===== config.mk =====
export PLATFORM = sky130hd
export DESIGN_NAME = operand_locator
export DESIGN_NICKNAME = d
export VERILOG_FILES = /design/src/rtl/opl_pkg.sv /design/src/rtl/opl_gpr_mux.sv /design/src/rtl/opl_field_decode.sv /design/src/rtl/operand_locator.sv
export SDC_FILE = /design/constraint.sdc
export NUM_CORES = 1
export LEC_CHECK = 0
export ABC_AREA = 0
export CAP_MARGIN = 0
export CELL_PAD_IN_SITES_DETAIL_PLACEMENT = 1
export CELL_PAD_IN_SITES_GLOBAL_PLACEMENT = 1
export CORE_UTILIZATION = 35
export CTS_BUF_LIST = sky130_fd_sc_hd__clkbuf_8 sky130_fd_sc_hd__clkbuf_16
export DETAILED_ROUTE_END_ITERATION = 8
export PLACE_DENSITY_LB_ADDON = 0.1
export SLEW_MARGIN = 20
export SYNTH_ARGS = -nofsm -noshare
export SYNTH_HDL_FRONTEND = slang
export SYNTH_SLANG_ARGS = --single-unit

===== constraint.sdc =====
create_clock -name clk -period 4.3 [get_ports clk]
set_input_delay 0.645 -clock clk [delete_from_list [all_inputs] [get_ports clk]]
set_output_delay 0.645 -clock clk [all_outputs]
set_load 0.02 [all_outputs]

===== src/rtl/opl_pkg.sv =====
package opl_pkg;
    typedef enum logic [1:0] {
        LOC_NONE = 2'd0,
        LOC_REG  = 2'd1,
        LOC_RAM  = 2'd2
    } loc_kind_e;

    typedef enum logic [1:0] {
        ST_IDLE = 2'd0,
        ST_OPB  = 2'd1,
        ST_OPA  = 2'd2
    } seq_state_e;

    localparam int REG_IDX_W = 4;
    localparam logic [REG_IDX_W-1:0] IDX_SP = 4'd8;
    localparam logic [REG_IDX_W-1:0] IDX_PC = 4'd9;
    localparam logic [REG_IDX_W-1:0] IDX_EX = 4'd10;

    localparam logic [1:0] ADJ_NONE = 2'b00;
    localparam logic [1:0] ADJ_INC  = 2'b01;
    localparam logic [1:0] ADJ_DEC  = 2'b11;
endpackage


===== src/rtl/opl_gpr_mux.sv =====
module opl_gpr_mux #(
    parameter int WORD_W = 16,
    parameter int NGPR   = 8,
    localparam int IDX_W = $clog2(NGPR)
) (
    input  logic [NGPR*WORD_W-1:0] gpr_flat,
    input  logic [IDX_W-1:0]       sel,
    output logic [WORD_W-1:0]      value
);
    logic [WORD_W-1:0] bank [NGPR];

    for (genvar g = 0; g < NGPR; g++) begin : g_unpack
        assign bank[g] = gpr_flat[g*WORD_W +: WORD_W];
    end

    assign value = bank[sel];
endmodule


===== src/rtl/opl_field_decode.sv =====
module opl_field_decode
    import opl_pkg::*;
#(
    parameter int WORD_W = 16,
    parameter int CYC_W  = 2
) (
    input  logic [5:0]           code,
    input  logic                 is_a,
    input  logic [WORD_W-1:0]    gval,
    input  logic [WORD_W-1:0]    sp,
    input  logic [WORD_W-1:0]    word,
    output loc_kind_e            kind,
    output logic [REG_IDX_W-1:0] reg_idx,
    output logic [WORD_W-1:0]    addr,
    output logic [WORD_W-1:0]    literal,
    output logic                 word_used,
    output logic [1:0]           sp_adj,
    output logic [CYC_W-1:0]     extra_cyc
);
    logic [WORD_W-1:0] short_lit;

    assign short_lit = WORD_W'(code[4:0]) - WORD_W'(1);

    always_comb begin
        kind      = LOC_NONE;
        reg_idx   = '0;
        addr      = '0;
        literal   = '0;
        word_used = 1'b0;
        sp_adj    = ADJ_NONE;
        if (code[5]) begin
            literal = short_lit;
        end else begin
            unique case (code[4:3])
                2'd0: begin
                    kind    = LOC_REG;
                    reg_idx = REG_IDX_W'(code[2:0]);
                end
                2'd1: begin
                    kind = LOC_RAM;
                    addr = gval;
                end
                2'd2: begin
                    kind      = LOC_RAM;
                    addr      = word + gval;
                    word_used = 1'b1;
                end
                default: begin
                    unique case (code[2:0])
                        3'd0: begin
                            kind = LOC_RAM;
                            if (is_a) begin
                                addr   = sp;
                                sp_adj = ADJ_INC;
                            end else begin
                                addr   = sp - WORD_W'(1);
                                sp_adj = ADJ_DEC;
                            end
                        end
                        3'd1: begin
                            kind = LOC_RAM;
                            addr = sp;
                        end
                        3'd2: begin
                            kind      = LOC_RAM;
                            addr      = sp + word;
                            word_used = 1'b1;
                        end
                        3'd3: begin
                            kind    = LOC_REG;
                            reg_idx = IDX_SP;
                        end
                        3'd4: begin
                            kind    = LOC_REG;
                            reg_idx = IDX_PC;
                        end
                        3'd5: begin
                            kind    = LOC_REG;
                            reg_idx = IDX_EX;
                        end
                        3'd6: begin
                            kind      = LOC_RAM;
                            addr      = word;
                            word_used = 1'b1;
                        end
                        default: begin
                            literal   = word;
                            word_used = 1'b1;
                        end
                    endcase
                end
            endcase
        end
    end

    assign extra_cyc = CYC_W'(word_used);
endmodule


===== src/rtl/operand_locator.sv =====
module operand_locator
    import opl_pkg::*;
#(
    parameter int WORD_W = 16,
    parameter int NGPR   = 8,
    parameter int CYC_W  = 2,
    localparam int GIDX_W = $clog2(NGPR),
    localparam int WCNT_W = 2
) (
    input  logic                   clk,
    input  logic                   rst_n,
    input  logic                   start,
    input  logic                   has_b,
    input  logic [4:0]             b_field,
    input  logic [5:0]             a_field,
    input  logic [NGPR*WORD_W-1:0] gpr_bus,
    input  logic [WORD_W-1:0]      sp_in,
    input  logic [WORD_W-1:0]      ext_word0,
    input  logic [WORD_W-1:0]      ext_word1,
    output logic                   busy,
    output logic                   res_valid,
    output logic                   res_is_a,
    output logic [1:0]             res_kind,
    output logic [REG_IDX_W-1:0]   res_reg,
    output logic [WORD_W-1:0]      res_addr,
    output logic [WORD_W-1:0]      res_literal,
    output logic                   res_word_used,
    output logic [1:0]             res_sp_adj,
    output logic [CYC_W-1:0]       res_extra_cyc,
    output logic                   done,
    output logic [WCNT_W-1:0]      sum_words,
    output logic [CYC_W-1:0]       sum_cycles,
    output logic [WORD_W-1:0]      sp_final
);
    seq_state_e st_q, st_d;

    logic [4:0]             b_q;
    logic [5:0]             a_q;
    logic [NGPR*WORD_W-1:0] gpr_q;
    logic [WORD_W-1:0]      sp_q, w0_q, w1_q;
    logic [WCNT_W-1:0]      wcnt_q;
    logic [CYC_W-1:0]       cyc_q;

    logic [5:0]             cur_code;
    logic                   cur_is_a;
    logic [WORD_W-1:0]      cur_word, gval, sp_next;
    loc_kind_e              dec_kind;
    logic [REG_IDX_W-1:0]   dec_reg;
    logic [WORD_W-1:0]      dec_addr, dec_lit;
    logic                   dec_used;
    logic [1:0]             dec_adj;
    logic [CYC_W-1:0]       dec_cyc;

    // State register
    always_ff @(posedge clk) begin
        if (!rst_n) st_q <= ST_IDLE;
        else        st_q <= st_d;
    end

    // Next-state logic
    always_comb begin
        st_d = st_q;
        unique case (st_q)
            ST_IDLE: if (start) st_d = has_b ? ST_OPB : ST_OPA;
            ST_OPB:  st_d = ST_OPA;
            ST_OPA:  st_d = ST_IDLE;
            default: st_d = ST_IDLE;
        endcase
    end

    assign busy     = (st_q != ST_IDLE);
    assign cur_code = (st_q == ST_OPB) ? {1'b0, b_q} : a_q;
    assign cur_is_a = (st_q != ST_OPB);
    assign cur_word = (wcnt_q != '0) ? w1_q : w0_q;

    opl_gpr_mux #(.WORD_W(WORD_W), .NGPR(NGPR)) u_gpr_mux (
        .gpr_flat (gpr_q),
        .sel      (cur_code[GIDX_W-1:0]),
        .value    (gval)
    );

    opl_field_decode #(.WORD_W(WORD_W), .CYC_W(CYC_W)) u_field_decode (
        .code      (cur_code),
        .is_a      (cur_is_a),
        .gval      (gval),
        .sp        (sp_q),
        .word      (cur_word),
        .kind      (dec_kind),
        .reg_idx   (dec_reg),
        .addr      (dec_addr),
        .literal   (dec_lit),
        .word_used (dec_used),
        .sp_adj    (dec_adj),
        .extra_cyc (dec_cyc)
    );

    always_comb begin
        unique case (dec_adj)
            ADJ_INC: sp_next = sp_q + WORD_W'(1);
            ADJ_DEC: sp_next = sp_q - WORD_W'(1);
            default: sp_next = sp_q;
        endcase
    end

    // Operand context: latched at start, advanced after the second operand
    always_ff @(posedge clk) begin
        if (!rst_n) begin
            b_q    <= '0;
            a_q    <= '0;
            gpr_q  <= '0;
            sp_q   <= '0;
            w0_q   <= '0;
            w1_q   <= '0;
            wcnt_q <= '0;
            cyc_q  <= '0;
        end else if (st_q == ST_IDLE && start) begin
            b_q    <= b_field;
            a_q    <= a_field;
            gpr_q  <= gpr_bus;
            sp_q   <= sp_in;
            w0_q   <= ext_word0;
            w1_q   <= ext_word1;
            wcnt_q <= '0;
            cyc_q  <= '0;
        end else if (st_q == ST_OPB) begin
            sp_q   <= sp_next;
            wcnt_q <= WCNT_W'(dec_used);
            cyc_q  <= dec_cyc;
        end
    end

    // Outputs
    always_ff @(posedge clk) begin
        if (!rst_n) begin
            res_valid     <= 1'b0;
            res_is_a      <= 1'b0;
            res_kind      <= '0;
            res_reg       <= '0;
            res_addr      <= '0;
            res_literal   <= '0;
            res_word_used <= 1'b0;
            res_sp_adj    <= '0;
            res_extra_cyc <= '0;
            done          <= 1'b0;
            sum_words     <= '0;
            sum_cycles    <= '0;
            sp_final      <= '0;
        end else if (st_q == ST_OPB || st_q == ST_OPA) begin
            res_valid     <= 1'b1;
            res_is_a      <= cur_is_a;
            res_kind      <= dec_kind;
            res_reg       <= dec_reg;
            res_addr      <= dec_addr;
            res_literal   <= dec_lit;
            res_word_used <= dec_used;
            res_sp_adj    <= dec_adj;
            res_extra_cyc <= dec_cyc;
            done          <= cur_is_a;
            if (cur_is_a) begin
                sum_words  <= wcnt_q + WCNT_W'(dec_used);
                sum_cycles <= cyc_q + dec_cyc;
                sp_final   <= sp_next;
            end
        end else begin
            res_valid <= 1'b0;
            done      <= 1'b0;
        end
    end

    p_reg_free_r1: assert property (@(posedge clk) disable iff (!rst_n)
        (res_valid && res_kind == LOC_REG) |-> (!res_word_used && res_sp_adj == ADJ_NONE))
        else $error("register result used a word or moved SP");

    p_word_cost_r3: assert property (@(posedge clk) disable iff (!rst_n)
        res_valid |-> (res_extra_cyc == CYC_W'(res_word_used)))
        else $error("extra cycles disagree with word usage");

    p_sp_ram_only_r4: assert property (@(posedge clk) disable iff (!rst_n)
        (res_valid && res_sp_adj != ADJ_NONE) |-> (res_kind == LOC_RAM && !res_word_used))
        else $error("SP moved by a non-stack result");

    p_reg_range_r6: assert property (@(posedge clk) disable iff (!rst_n)
        (res_valid && res_kind == LOC_REG) |-> (res_reg <= IDX_EX))
        else $error("register index out of range");

    p_lit_clean_r8: assert property (@(posedge clk) disable iff (!rst_n)
        (res_valid && res_kind != LOC_NONE) |-> (res_literal == '0))
        else $error("literal set on a non-literal result");

    p_order_r10: assert property (@(posedge clk) disable iff (!rst_n)
        (res_valid && !res_is_a) |=> (res_valid && res_is_a && done))
        else $error("second-operand result not followed by first");

    p_idle_quiet_r10: assert property (@(posedge clk) disable iff (!rst_n)
        !busy |=> !res_valid)
        else $error("result produced from idle");

    p_totals_r12: assert property (@(posedge clk) disable iff (!rst_n)
        done |-> (sum_cycles == CYC_W'(sum_words)))
        else $error("totals disagree");
endmodule


**After elaboration in Yosys (flattened, before gate mapping)**

Index checks and enable logic that the tools add are counted.

- Register bits: 252
- Input port bits: 191
- Output and inout bits: 67
- Logic and storage cells: 91

- Add/sub/neg operators: 6
- Order comparisons: 1
- Equality and inequality tests: 14
- Multiplexer cells: 32
- Bitwise gates (word level): 2
- Reductions and logical operators: 17

Operator list:

| cell | count |
|---|---|
| $mux 16 | 10 |
| $pmux 16 s4 | 1 |
| $bmux 16 s3 | 1 |
| $pmux 16 s3 | 1 |
| $add 16x16->16 | 2 |
| $pmux 16 s2 | 1 |
| $add 16x1->16 const B | 1 |
| $sub 16x1->16 const B | 1 |
| $mux 2 | 7 |
| $pmux 2 s2 | 3 |
| $pmux 4 s3 | 1 |
| $eq 3x3->1 const B | 3 |
| $pmux 4 s2 | 1 |
| $reduce_or 7->1 | 1 |
| $eq 2x1->1 const B | 3 |
| $eq 2x2->1 const B | 3 |
| $eq 3x2->1 const B | 2 |
| $mux 6 | 1 |
| $reduce_or 2->1 | 3 |
| $reduce_or 3->1 | 2 |
| $sub 5x1->6 const B | 1 |
| $reduce_or 5->1 | 1 |
| $ge 4x4->1 const B | 1 |
| $logic_not 2->1 | 2 |
| other kinds (15) | 19 |

**Logic depth before layout (Yosys ltp)**

- Depth after elaboration: 10
- Mapped depth: 19
- Gate-level depth less buffers: 17

**Cells and area by module**

A second synthesis with hierarchy kept.

- Cell total of the unflattened synthesis: 1799
- Area, all modules: 14614.0 µm²

Modules (own cells, without submodules):

| module | instances | cells each | area an instance (µm²) | sequential area each (µm²) |
|---|---|---|---|---|
| operand_locator | 1 | 1254 | 10321.1 | 5165.0 |
| opl_field_decode | 1 | 488 | 3221.8 | 0.0 |
| opl_gpr_mux | 1 | 57 | 1071.0 | 0.0 |

**Least setup slack after synthesis**

OpenSTA, ideal clock, no wires.

- Kind: reg-to-reg
- From: register st_q[1]
- To: register res_addr[15]
- Library setup time: 0.074 ns
- Arrival: 3.602 ns
- Required time: 4.226 ns
- Slack: 0.623 ns
- Stages on the path, launching flop included: 17
- Buffers on the path: 2
- Clock period less this slack: 3.677 ns
- Path through: dfxtp_1 -> inv_1 -> ha_1 -> mux2_2 -> clkbuf_1 -> buf_2 -> mux4_2 -> nand2_1 -> nand2_1 -> ha_1 -> and2_1 -> a221o_1 -> a31oi_1 -> o31ai_1 -> o22a_1 -> mux2_2 -> a31oi_1

- Word-level cells in the longest chain between the ends: 9
- Elaborated cells between the ends (all ways): 21
- Classes of those cells: add/sub: 1; eq/ne: 8; mux: 8; bitwise: 1; reduce/logical: 3

RTL lines:

| element | line | text |
|---|---|---|
| start: declaration | operand_locator.sv:35 | `seq_state_e st_q, st_d;` |
| start signal: assignment | operand_locator.sv:57 | `else st_q <= st_d;` |
| $eq 2x1->1 | operand_locator.sv:72, operand_locator.sv:148 |  |
| $mux 6 | operand_locator.sv:72 | `assign cur_code = (st_q == ST_OPB) ? {1'b0, b_q} : a_q;` |
| $not 3->4 (not written as such) | opl_gpr_mux.sv:16 | `assign value = bank[sel];` |
| $bmux 16 s3 | opl_gpr_mux.sv:16 |  |
| $mux 16 (not written as such) (2 in a row) | opl_gpr_mux.sv:16 |  |
| $add 16x16->16 | opl_field_decode.sv:45 | `addr = word + gval;` |
| $pmux 16 s3 | opl_field_decode.sv:34 | `unique case (code[4:3])` |
| $mux 16 | opl_field_decode.sv:31 | `if (code[5]) begin` |
| end signal: assignment | operand_locator.sv:153 | `res_addr <= dec_addr;` |
| end: declaration | operand_locator.sv:25 | `output logic [WORD_W-1:0] res_addr,` |

Parallel ways exist; a longest one is shown, timed or not. The select of a mux whose other input is x is not followed.
A chain may end at the register's enable or synchronous reset.

**Final worst setup path**

Same ends and word-level chain as after synthesis.

==> results.yml <==
critical_path:
  rrSetupSlack_ns: 0.23
  worstSetupPathType: "reg2reg"
  crit_slowest_cell: "ha_1"
  timing.rr.start: "st_q[1]"
  worstPathArrival_ns: 4.57
  crit_required_ns: 4.80
  crit_path_start: "st_q[1]"
  cp_cell_sequence: "inv_1 -> ha_2 -> buf_4 -> mux2_2 -> inv_4 -> buf_4 -> mux4_2 -> nand2_1 -> nand2_1 -> ha_1 -> o21ai_0 -> nor2_1 -> a31oi_1 -> o31ai_1 -> o22a_1 -> mux2_2 -> a31oi_1"
  slowest_delay_ns: 0.40
  cp-end-kind: "flip-flop"
  cp-start-kind: "flip-flop"
  cp_max_fo: 13
synthesis:
  yosys-top-cells-area: "dfxtp_1, nand2_1, a21oi_1"
  synth.distinct_cells: 71
  yosys_most_used_dff: "dfxtp_1"
  yosysMostFrequentCell: "nand2_1"
  yosys.area.top_type: "dfxtp_1"
  synth_area_mm2: 0.0134
  async_flop_share: 0
  synth_top_area_share: 0.378
  syn_area_per_cell_um2: 7.85
  syn_inst: 1701
  yosysSeqAreaShare: 0.378
  synth_fp_nets: 1944
  synth.top_cells.by_count: "nand2_1, dfxtp_1, a21oi_1"
  synth_edf_count: 0
  ys_ff_latch: 252
  yosysWarnings: 0
clock_tree:
  cts_max_path_buffers: 3
  numClockSinks: 252
  postCtsSetupBuffers: 0
  clk_latency_ns: 0.57
  cts_made_buffers: 29
  clkTransAtPathRegs_ns: 0.06
  cts_root_buf: "clkbuf_16"
  htree_levels: 1
  cts_tree: "done"
  cts_hold_buf: 0
  cts.repair.resized: 0
detailed_routing:
  vias: 12899
  firstDrtPassIters: 5
  drcViolationCount: 0
  finalWirelength_um: 49600
  antenna_left: 0
  drt_first_iter_violations: 650
  wl_per_cell_um: 20.5
  viasPerCell: 5.32
job:
  maxCapViolations: 0
timing:
  fin_tns_setup_ns: 0
  timing.fmax_ghz: 0.246
  finalHoldViolCount: 0
  fin_crit_ns: 4.07
  slew_headroom: 0.360
  post-route-period-util: 0.947
  final.setup_skew_ns: 0.0189
  setup_viol: 0
  hold_slack_ns: 0.454
  drv_slew: 0
  tightest_slew_ns: 0.959
  rsz0062_at_grt: "false"
grt:
  grt_pass1_wl_um: 76100
  overflow: 0
  antenna_found_initial: 0
  grt_pass1_vias: 13186
  grt_max_degree: 106
  grt_usage: 0.254
worst_hold_path:
  hold_path.startpoint: "w0_q[12]"
  holdCritPathClass: "reg2reg"
placed_design:
  place_congestion: 0.879
  portBuffers: 256
  place_hpwl_um: 38000
  place_area_mm2: 0.0164
  place_inst: 2372
layout:
  layout-drive-gt1-share: 0.0805
  multiInputGateArea_mm2: 0.00768
  nets: 2136
  area_delta_synth_final_pct: 29.7
  postLayoutCellArea_mm2: 0.0173
  largest_register_ffs: 128
  num_antenna_cells: 0
  final_cells: 2423
  fill_cells: 4493
  top_register: "gpr_q"
  regArea_mm2: 0.00504
floorplanning:
  floorplan.rows: 71
  initial_core_util: 0.355
  die_area_mm2: 0.0389
  io_pins: 258
  core_mm2: 0.0376
  die_height_um: 197
  die_w_um: 197
status:
  status: "complete, no violations"
pwr:
  cellLeakagePower_nw: 6.59
  switching_power_mw: 2.06
  switching_share: 0.310
  total_power_mw: 6.65
  power_density_mw_per_mm2: 384
  seqPwrFrac: 0.405
  intPower_mw: 4.58
  peakVddDrop_mv: 0.275
  power_frac_comb: 0.234
  p_clk_frac: 0.361
metal layers:
layer	global-route usage	wire, um
met5	0	0
met4	0.0830	1410
met3	0.0263	1620
met2	0.453	25100
met1	0.317	21500
per-stage QoR:
stage,setup WS (ns),util
floorplan,0.623,-
global placement,0.197,0.436
detailed placement,0.121,0.436
CTS,0.122,0.461
global route,0.0133,0.461
finish,0.227,0.461
cell usage in the layout (no fill, tap or decap), types with 5 or more instances in the layout:
cell type	instances
ha_1	49
buf_4	36
nand4_1	5
a221o_1	6
nand2_1	489
xnor2_1	24
a21oi_1	241
and3_1	7
a22oi_1	5
a31oi_1	18
o211ai_1	12
mux4_2	32
and2_1	10
a221oi_1	13
o2111ai_1	6
clkdlybuf4s50_1	256
nand3_1	17
o31ai_1	14
nor2_1	78
buf_12	5
o21ai_1	23
clkbuf_16	29
clkbuf_8	7
o21a_1	5
nand2b_1	6
nor2b_1	5
mux2i_1	19
inv_1	28
o21ai_0	44
dfxtp_1	252
a21o_1	12
xor2_1	18
mux2_2	21
a211oi_1	23
nor3_1	14
critical path, delay by kind of cell, from the launching register on:
kind,cells,cell delay (ns)
multiplexers,3,1.04
AO/OA/AOI/OAI,5,0.94
adder cells (fa/ha/maj),2,0.66
buffers and inverters,4,0.63
AND/OR/NAND/NOR,3,0.40
flip-flops,1,0.34
kinds of logic (layout without fill, tap and decap cells):
kind of cell,after synthesis,after routing,share of synthesized area
DFF,252,252,0.378
muxes,74,75,0.0887
adders and majority gates,52,52,0.0498
buffers and inverters,163,373,0.0491
other,1,1,0.000281
xor gates and xnor gates,42,42,0.0275
AOI/OAI and AO/OA,460,460,0.206
and+or+nand+nor,657,657,0.201
final cells by class:
| type | count | share of cell area |
|---|---|---|
| inverter | 26 | 0.00607 |
| clock inverter | 14 | 0.00563 |
| multi-input combinational | 1287 | 0.443 |
| tap | 511 | 0.0369 |
| timing repair buffer | 297 | 0.169 |
| sequential | 252 | 0.291 |
| clock buffer | 36 | 0.0475 |
worst paths after layout:
| check | to | cells past startpoint |
|---|---|---|
| worst max-delay path | res_addr[15] | 17 |
| worst min register to register | w0_q[12] | 2 |
| worst max register to register | res_addr[15] | 17 |
| worst min-delay path | w0_q[12] | 2 |
power by group through the flow:
stage	combinational [mW]	clock (mW)	sequential, mW
floorplan	0.922	0	2.70
global placement	1.54	0	2.74
detailed placement	1.56	0	2.74
CTS	1.57	2.46	2.69
global route	1.70	2.54	2.71
finish	1.56	2.40	2.69
Power figures use the tool's default switching activity.
